### config.mk
export PLATFORM = sky130hd
export DESIGN_NAME = tap_sequencer
export DESIGN_NICKNAME = d
export VERILOG_FILES = /design/src/rtl/tapseq_pkg.sv /design/src/rtl/tapseq_next.sv /design/src/rtl/tapseq_state_reg.sv /design/src/rtl/tapseq_strobe_dec.sv /design/src/rtl/tap_sequencer.sv
export SDC_FILE = /design/constraint.sdc
export NUM_CORES = 1
export LEC_CHECK = 0
export ABC_AREA = 1
export BUFFER_PORTS_ARGS = -buffer_cell sky130_fd_sc_hd__buf_4
export CELL_PAD_IN_SITES_DETAIL_PLACEMENT = 0
export CELL_PAD_IN_SITES_GLOBAL_PLACEMENT = 1
export CORE_AREA = 2 2 61 63
export DETAILED_ROUTE_END_ITERATION = 8
export DIE_AREA = 0 0 63 65
export PLACE_DENSITY = 0.7
export SYNTH_ARGS = -nofsm -noshare
export SYNTH_HDL_FRONTEND = slang
export SYNTH_HIERARCHICAL = 1
export SYNTH_SLANG_ARGS = --single-unit
### constraint.sdc
create_clock -name clk -period 1.6 [get_ports clk]
set_input_delay 0.24 -clock clk [delete_from_list [all_inputs] [get_ports clk]]
set_output_delay 0.24 -clock clk [all_outputs]
set_load 0.03 [all_outputs]
### src/rtl/tapseq_pkg.sv
`timescale 1ns/1ps
package tapseq_pkg;

    localparam int NUM_STATES = 16;
    localparam int CODE_W     = $clog2(NUM_STATES);

    // Codes: the data branch is 2..8 and the instruction branch is 9..15.
    typedef enum logic [CODE_W-1:0] {
        ST_TLR  = 4'd0,
        ST_IDLE = 4'd1,
        ST_DSEL = 4'd2,
        ST_DCAP = 4'd3,
        ST_DSHF = 4'd4,
        ST_DEX1 = 4'd5,
        ST_DPAU = 4'd6,
        ST_DEX2 = 4'd7,
        ST_DUPD = 4'd8,
        ST_ISEL = 4'd9,
        ST_ICAP = 4'd10,
        ST_ISHF = 4'd11,
        ST_IEX1 = 4'd12,
        ST_IPAU = 4'd13,
        ST_IEX2 = 4'd14,
        ST_IUPD = 4'd15
    } tap_state_e;

    typedef struct packed {
        logic logic_reset;
        logic cap_dr;
        logic shf_dr;
        logic upd_dr;
        logic cap_ir;
        logic shf_ir;
        logic upd_ir;
    } tap_strobe_t;

    localparam logic [NUM_STATES-1:0] ONEHOT_LSB = {{(NUM_STATES-1){1'b0}}, 1'b1};

    // The next state depends only on the present state and the mode-select bit.
    function automatic tap_state_e step_state(input tap_state_e cur, input logic tms);
        tap_state_e nxt;
        nxt = ST_TLR;
        case (cur)
            ST_TLR:  nxt = tms ? ST_TLR  : ST_IDLE;
            ST_IDLE: nxt = tms ? ST_DSEL : ST_IDLE;
            ST_DSEL: nxt = tms ? ST_ISEL : ST_DCAP;
            ST_DCAP: nxt = tms ? ST_DEX1 : ST_DSHF;
            ST_DSHF: nxt = tms ? ST_DEX1 : ST_DSHF;
            ST_DEX1: nxt = tms ? ST_DUPD : ST_DPAU;
            ST_DPAU: nxt = tms ? ST_DEX2 : ST_DPAU;
            ST_DEX2: nxt = tms ? ST_DUPD : ST_DSHF;
            ST_DUPD: nxt = tms ? ST_DSEL : ST_IDLE;
            ST_ISEL: nxt = tms ? ST_TLR  : ST_ICAP;
            ST_ICAP: nxt = tms ? ST_IEX1 : ST_ISHF;
            ST_ISHF: nxt = tms ? ST_IEX1 : ST_ISHF;
            ST_IEX1: nxt = tms ? ST_IUPD : ST_IPAU;
            ST_IPAU: nxt = tms ? ST_IEX2 : ST_IPAU;
            ST_IEX2: nxt = tms ? ST_IUPD : ST_ISHF;
            ST_IUPD: nxt = tms ? ST_DSEL : ST_IDLE;
            default: nxt = ST_TLR;
        endcase
        return nxt;
    endfunction

    function automatic logic [NUM_STATES-1:0] to_onehot(input tap_state_e s);
        return ONEHOT_LSB << s;
    endfunction

endpackage

### src/rtl/tapseq_next.sv
`timescale 1ns/1ps
module tapseq_next
    import tapseq_pkg::*;
(
    input  tap_state_e cur_state,
    input  logic       tms,
    output tap_state_e nxt_state
);

    assign nxt_state = step_state(cur_state, tms);

endmodule

### src/rtl/tapseq_state_reg.sv
`timescale 1ns/1ps
module tapseq_state_reg
    import tapseq_pkg::*;
#(
    parameter bit ONE_HOT = 1'b1
) (
    input  logic                  clk,
    input  logic                  rst,
    input  logic                  trst_n,
    input  tap_state_e            nxt_state,
    output tap_state_e            cur_state,
    output logic [NUM_STATES-1:0] cur_onehot
);

    generate
        if (ONE_HOT) begin : g_onehot
            logic [NUM_STATES-1:0] oh_q;
            logic [CODE_W-1:0]     enc;

            always_ff @(posedge clk or negedge trst_n) begin
                if (!trst_n) begin
                    oh_q <= ONEHOT_LSB;
                end else if (rst) begin
                    oh_q <= ONEHOT_LSB;
                end else begin
                    oh_q <= to_onehot(nxt_state);
                end
            end

            // Turn the single set bit back into its index.
            always_comb begin
                enc = '0;
                for (int i = 0; i < NUM_STATES; i++) begin
                    if (oh_q[i]) begin
                        enc = enc | CODE_W'(i);
                    end
                end
            end

            assign cur_onehot = oh_q;
            assign cur_state  = tap_state_e'(enc);
        end else begin : g_binary
            tap_state_e st_q;

            always_ff @(posedge clk or negedge trst_n) begin
                if (!trst_n) begin
                    st_q <= ST_TLR;
                end else if (rst) begin
                    st_q <= ST_TLR;
                end else begin
                    st_q <= nxt_state;
                end
            end

            assign cur_state  = st_q;
            assign cur_onehot = to_onehot(st_q);
        end
    endgenerate

endmodule

### src/rtl/tapseq_strobe_dec.sv
`timescale 1ns/1ps
module tapseq_strobe_dec
    import tapseq_pkg::*;
(
    input  logic [NUM_STATES-1:0] cur_onehot,
    output tap_strobe_t           strobes
);

    always_comb begin
        strobes.logic_reset = cur_onehot[ST_TLR];
        strobes.cap_dr      = cur_onehot[ST_DCAP];
        strobes.shf_dr      = cur_onehot[ST_DSHF];
        strobes.upd_dr      = cur_onehot[ST_DUPD];
        strobes.cap_ir      = cur_onehot[ST_ICAP];
        strobes.shf_ir      = cur_onehot[ST_ISHF];
        strobes.upd_ir      = cur_onehot[ST_IUPD];
    end

endmodule

### src/rtl/tap_sequencer.sv
`timescale 1ns/1ps
module tap_sequencer
    import tapseq_pkg::*;
#(
    parameter bit ONE_HOT = 1'b1
) (
    input  logic                  clk,
    input  logic                  rst,
    input  logic                  trst_n,
    input  logic                  tms,
    output logic [CODE_W-1:0]     state_code,
    output logic [NUM_STATES-1:0] state_onehot,
    output logic                  logic_reset,
    output logic                  capture_dr,
    output logic                  shift_dr,
    output logic                  update_dr,
    output logic                  capture_ir,
    output logic                  shift_ir,
    output logic                  update_ir
);

    tap_state_e            cur_state;
    tap_state_e            nxt_state;
    logic [NUM_STATES-1:0] cur_onehot;
    tap_strobe_t           strobes;

    tapseq_next u_next (
        .cur_state (cur_state),
        .tms       (tms),
        .nxt_state (nxt_state)
    );

    tapseq_state_reg #(
        .ONE_HOT (ONE_HOT)
    ) u_state (
        .clk        (clk),
        .rst        (rst),
        .trst_n     (trst_n),
        .nxt_state  (nxt_state),
        .cur_state  (cur_state),
        .cur_onehot (cur_onehot)
    );

    tapseq_strobe_dec u_dec (
        .cur_onehot (cur_onehot),
        .strobes    (strobes)
    );

    assign state_code   = cur_state;
    assign state_onehot = cur_onehot;
    assign logic_reset  = strobes.logic_reset;
    assign capture_dr   = strobes.cap_dr;
    assign shift_dr     = strobes.shf_dr;
    assign update_dr    = strobes.upd_dr;
    assign capture_ir   = strobes.cap_ir;
    assign shift_ir     = strobes.shf_ir;
    assign update_ir    = strobes.upd_ir;

endmodule

Word-level counts from Yosys, hierarchy flattened
Index checks and enable logic that the tools add are counted.
{ "totals": {"ff_bits": 16, "output_inout_bits": 27, "wordCells": 50, "inputBits": 4} }
{ "op_classes": {"reduce_logical": 4, "eq_ne": 15, "muxes": 29, "shift": 1} }
{ "op_table": {"columns": ["cell", "n"], "rows": [
  ["4-bit two-way mux", 12],
  ["4-bit one-hot mux with 12 select lines", 1],
  ["4-bit equality test, second input constant", 8],
  ["3-bit two-way mux", 6],
  ["4-bit by 3-bit equality test with 1-bit output, second input constant", 4],
  ["16-bit two-way mux", 1],
  ["1-bit by 4-bit << shifter with 16-bit output, first input constant", 1],
  ["2-bit two-way mux", 5],
  ["4-bit by 2-bit equality test with 1-bit output, second input constant", 2],
  ["4-bit by 1-bit equality test with 1-bit output, second input constant", 1],
  ["4-bit logical NOT", 1],
  ["1-bit two-way mux", 4],
  ["2-bit OR reduction", 2],
  ["3-bit OR reduction", 1]
]} }

Depth between registers and ports, before layout
{ "logic_depth": {"ltp_word": 20, "ltp_mapped": 14, "ltp_nobuf": 13} }

Cells and area by module
Netlist, hierarchy kept.
{ "by_module_without_submodules": {"columns": ["mod", "cells_per_inst", "n_inst", "seq_area_each_um2", "area_per_inst_um2"], "rows": [
  ["tapseq_state_reg", 86, 1, 401.6, 675.6],
  ["tapseq_next", 53, 1, 0.0, 262.8],
  ["tapseq_strobe_dec", 7, 1, 0.0, 52.6]
]} }

Least setup slack after synthesis
Ideal clock, no wire load.
{ "synth_path": {"path_type": "flip-flop to flip-flop", "startpoint": "register u_state.g_onehot.oh_q[15] (netlist: u_state/cur_onehot[15])", "endpoint": "register u_state.g_onehot.oh_q[10] (netlist: u_state/cur_onehot[10])", "n_path_buf": 1, "setup_slack_ps": -481, "period_less_slack_ps": 2081, "setup_time_ps": 125, "required_time_ps": 1475, "t_arrival_ps": 1956, "path_stages_with_launch": 14, "cell_sequence": "dfrtp_1 -> inv_1 -> nand2_1 -> nor2_1 -> nand2_1 -> buf_6 -> nor2_2 -> nand2_1 -> o21ai_1 -> nand2_1 -> nand3_1 -> inv_1 -> nand3_1 -> nor2_1"} }
{ "synth_via": {"elab_chain_cells": 6, "word_cells_on_any_way": 23, "classes_between": "eq/ne: 15; shift: 1; mux: 3; reduce/logical: 4"} }
{ "synth_lines": {"columns": ["item", "line", "source"], "rows": [
  ["start: declaration", "tapseq_state_reg.sv:17", "logic [NUM_STATES-1:0] oh_q;"],
  ["start signal: assignment", "tapseq_state_reg.sv:26", "oh_q <= to_onehot(nxt_state);"],
  ["4-bit two-way mux *", "tapseq_state_reg.sv:34", "if (oh_q[i]) begin"],
  ["named net state_code[2]", "tap_sequencer.sv:11", "output logic [CODE_W-1:0] state_code,"],
  ["4-bit by 1-bit equality test with 1-bit output, or another cell as far along", "tapseq_pkg.sv:43", "case (cur)"],
  ["3-bit OR reduction (no source line) or 2-bit OR reduction (tied branches)", null, null],
  ["4-bit one-hot mux with 12 select lines *", "tapseq_pkg.sv:43", null],
  ["named net nxt_state[0]", "tap_sequencer.sv:23", "tap_state_e nxt_state;"],
  ["1-bit by 4-bit << shifter with 16-bit output *", "tapseq_pkg.sv:66", "return ONEHOT_LSB << s;"],
  ["16-bit two-way mux *", "tapseq_state_reg.sv:23", "end else if (rst) begin"]
]} }
The timed path passes the listed nets; every way through them passes the cells marked *.

Worst setup path after layout
{ "layout_path": {"startpoint": "register u_state.g_onehot.oh_q[15] (netlist: u_state/cur_onehot[15])", "endpoint": "register u_state.g_onehot.oh_q[12] (netlist: u_state/cur_onehot[12])"} }
{ "layout_via": {"elab_chain_cells": 6, "word_cells_on_any_way": 23, "classes_between": "eq/ne: 15; shift: 1; mux: 3; reduce/logical: 4"} }
{ "layout_lines": {"columns": ["item", "line"], "rows": [
  ["4-bit two-way mux *", "tapseq_state_reg.sv:34"],
  ["4-bit by 1-bit equality test with 1-bit output, or another cell as far along", "tapseq_pkg.sv:43"],
  ["3-bit OR reduction (no source line) or 2-bit OR reduction (tied branches)", null],
  ["4-bit one-hot mux with 12 select lines *", "tapseq_pkg.sv:43"],
  ["named net nxt_state[1]", "tap_sequencer.sv:23"],
  ["1-bit by 4-bit << shifter with 16-bit output *", "tapseq_pkg.sv:66"],
  ["16-bit two-way mux *", "tapseq_state_reg.sv:23"]
]} }
Marks and branches as above.

==> results.md <==
Outcome:
- The run finished, with violations left.
- The final reports fail on negative setup slack.

Synth:
- The post-synthesis share of cell area spent on full adders, half adders and majority gates is 0.
- The unique cell type count in the Yosys netlist is 21.
- The compound-gate portion of the synthesized area is 0.03914.
- Each instance of the synthesized netlist takes up on average 6.787 sq um.
- The count of warnings emitted by yosys is 6.
- Of the total synthesized cell area, the portion taken by XOR and XNOR cells is 0.
- Of the total synthesized cell area, the portion taken by AND, OR, NAND and NOR gates is 0.3763.
- In this run the cell area of the synthesized design comes to 991.0 sq um.
- The synthesized design contains 16 register bits.
- Of the synthesized area, sequential elements account for 0.4053.
- The largest family of logic cells by synthesized area is simple AND/OR/NAND/NOR gates.
- The number of nets in the synthesized netlist is 150.
- Measured against the total synthesized area, the mux share comes to 0.
- Synthesis produced 146 cells.

GRT:
- The largest net degree at the start of global routing is 17.
- After global routing the overflow that remains totals 0.
- The first-pass GRT wire length is 4.581 mm.
- The number of antenna violations at the first check in global routing was 0.
- The via count of the first global-routing pass came to 1020.
- The most crowded layer after global routing is met2.
- For this run, the total global-route usage over all layers was measured as 0.1423.
- The met1 capacity usage during global routing is 0.1753.
- For this run, global-route usage on met2 was measured as 0.2473.
- For this run, global-route usage on met3 was measured as 0.02257.

Timing:
- The worst hold slack across all endpoints is 0.2350 ns.
- In this run the tightest slew margin relative to its limit is 0.8063.
- The final worst clock skew is 0.003716 ns.
- The achievable frequency is 545.8 MHz.
- The transition at the pin with the smallest max-transition slack is 0.2900 ns.
- The count of endpoints failing hold in the final timing report was 0.
- Setup repair after global routing could not meet its margin everywhere.
- The count of final setup violators is 20.
- The worst path in the final design needs a cycle of 1.832 ns, including I/O delays and setup.
- The ratio of final minimum period to clock period is 1.145.
- After layout, the worst setup slack is -0.2321 ns.
- The final number of max-transition violations is 0.

Drt:
- The wire length per cell after detailed routing is 11.95 um.
- The total number of vias is 1134.
- The detailed-router iteration count before antenna repair is 4.
- The first routing iteration left 29 violations.
- In the routed design, unresolved DRC markers number 0.
- The residual antenna-violating net count after detailed routing is 0.
- For this block, the routed nets add up to 3.011 mm of wire.
- In the routed layout, each cell is associated on average with a via count of 4.500.

Final layout:
- In the layout the commonest cells are sky130_fd_sc_hd__buf_4, sky130_fd_sc_hd__nand2_1, sky130_fd_sc_hd__nor2_1, sky130_fd_sc_hd__inv_1, sky130_fd_sc_hd__dfrtp_2.
- The number of standard cells in the final layout excluding fillers is 252.
- The number of flip-flops under the largest register name is 16.
- The repair_antennas step left the layout with diodes totalling 0.
- At the end of the flow the core is filled with cells to 0.5233.
- The sequential cell area is 416.7 sq um.
- The multi-input combinational cells in the finished layout cover a total of 678.2 sq um.
- Fill cells in the final layout number 318.
- The commonest non-fill, non-tap cell in the layout is sky130_fd_sc_hd__buf_4.
- The ratio of cells with drive above 1 in the final layout is 0.7206.
- The area growth from synthesis to final layout is 84.60%.
- The post-layout net count is 209.

Die:
- The core box area is 0.003496 sq mm.
- The number of placement rows is 22.
- The die covers 0.004095 sq mm.
- Pin placement for this block handled 31 I/O pins.
- From bottom edge to top edge, the die measures 65 um.
- The initial core utilization is 0.2835.
- The die is 63 um wide.

Worst setup path:
- In this run the critical register-to-register path is captured at u_state/cur_onehot[12].
- The required time of the critical path is 1.82 ns.
- The critical path class is flip-flop to flip-flop.
- The worst register-to-register path has a setup slack of -0.23 ns.
- The capturing element type of the critical path is a flip-flop.
- In this run the worst path has a maximum fanout of 6.
- The kind of launch point of the worst setup path is a flip-flop.
- Data on the critical path arrives at its endpoint at 2.05 ns.
- Counting cells, the worst reg-to-reg path comes to 11.
- The start of the worst register-to-register path is u_state/cur_onehot[15].

Clocking:
- In this run the deepest clock path goes through 2 buffers.
- Counting the buffers created by CTS gives 3.
- The TritonCTS clock tree is built.
- The clock root buffer is sky130_fd_sc_hd__clkbuf_4.
- Clock-pin slew was measured on the worst setup and hold paths at 0.09 ns.
- The clock latency reported for the late side of the worst-skew pair is 0.29 ns.
- In this run the number of H-tree levels came out at 1.
- The clock net in this run drives a total of 16 sinks.

Power and ir drop:
- The analysis attributes to cell leakage a power of 0.9412 nW.
- The cell area power density is 1896 mW/mm^2.
- The worst-case IR drop observed on VDD is 681.2 uV.

Min path:
- The worst hold path passes through 3 cells.
- For hold timing, the worst endpoint is u_state/cur_onehot[0].
- The tightest min-delay check is of the primary input to flip-flop type.
- The startpoint identified for the worst hold timing path is rst.

Place:
- The HPWL after detailed placement is 2.033 mm.
- The number of input and output port buffers inserted is 30.
- The final weighted congestion in routability-driven placement is 0.7813.
- The total instance count after detailed placement is 229.

Run:
- The max capacitance violation total is 0.
## where the power goes
part / leakage, nW / total (mW) / switching, mW / internal (mW)
clock: 0.0210 / 0.269 / 0.130 / 0.139
sequential: 0.199 / 0.496 / 0.0270 / 0.469
combinational: 0.721 / 2.70 / 1.58 / 1.12
## stage by stage
stage | area, sq um | setup WS, ns | total power [mW] | setup TNS (ns)
finish | 1829 | -0.2321 | 3.468 | -3.532
global route | 1829 | -0.3536 | 3.710 | -5.764
CTS | 1615 | -0.2163 | 2.903 | -3.528
detailed placement | 1408 | -0.3048 | 2.208 | -3.840
global placement | 1408 | -0.2893 | 2.216 | -3.886
floorplan | 1090 | -0.2121 | 1.773 | -2.830
## logic make-up after synthesis
logic type,Yosys count
simple gates,86
compound gates,7
buf+inv,37
flops,16
## area by class of cell
type,count,area share
clock buffer,4,0.01984
tap,48,0.03283
timing repair buffer,64,0.2866
multi-input combinational,93,0.3707
inverter,27,0.06224
sequential,16,0.2278
## critical path: stages (launching register included)
cell and delay, ns:
sky130_fd_sc_hd__dfrtp_2 0.41, sky130_fd_sc_hd__inv_2 0.08, sky130_fd_sc_hd__nand2_4 0.07, sky130_fd_sc_hd__nor2_4 0.14, sky130_fd_sc_hd__nand2_4 0.11, sky130_fd_sc_hd__inv_6 0.10
sky130_fd_sc_hd__nor3_1 0.05, sky130_fd_sc_hd__o21bai_1 0.27, sky130_fd_sc_hd__nand3_4 0.19, sky130_fd_sc_hd__nor2_4 0.17, sky130_fd_sc_hd__nand2_2 0.09, sky130_fd_sc_hd__nor2_1 0.09
## metal layers
| metal | vias to the layer above | wire, um |
|---|---|---|
| li1 | 554 | - |
| met1 | 534 | 1209 |
| met2 | 40 | 1585 |
| met3 | 6 | 151 |
| met4 | 0 | 65 |
| met5 | - | 0 |
## worst max-delay path by stage
stage                            from                endpoint  depth (start not counted)
3_3_place_gp   u_state/cur_onehot[15]   u_state/cur_onehot[4]                         13
5_1_grt         u_state/cur_onehot[7]  u_state/cur_onehot[10]                         12
3_5_place_dp   u_state/cur_onehot[13]   u_state/cur_onehot[4]                         13
2_1_floorplan  u_state/cur_onehot[10]  u_state/cur_onehot[12]                         14
4_1_cts        u_state/cur_onehot[15]   u_state/cur_onehot[4]                         13
6_report       u_state/cur_onehot[15]  u_state/cur_onehot[12]                         11
## cell usage after synthesis (all sizes together)
cell type  number  area share
nand2          36        0.14
nor2           31        0.14
inv            27        0.10
dfrtp          15        0.38
nand3          15       0.076
buf            10       0.077
o21ai           4       0.020
nor3            2       0.010
a21oi           1      0.0050
dfstp           1       0.027
nand3b          1      0.0076
nand4           1      0.0063
o21bai          1      0.0076
o22ai           1      0.0063
## what timing repair did
| item | 4_1_cts | 5_1_grt |
|---|---|---|
| pin swaps | 16 | 21 |
| resized for setup | 30 | 43 |
| hold buffers | 1 | 0 |
| buffers inserted | 9 | 10 |
| hold endpoints to repair | 15 | 0 |
| setup endpoints to repair | 20 | 20 |
(Power assumes the default switching activity.)
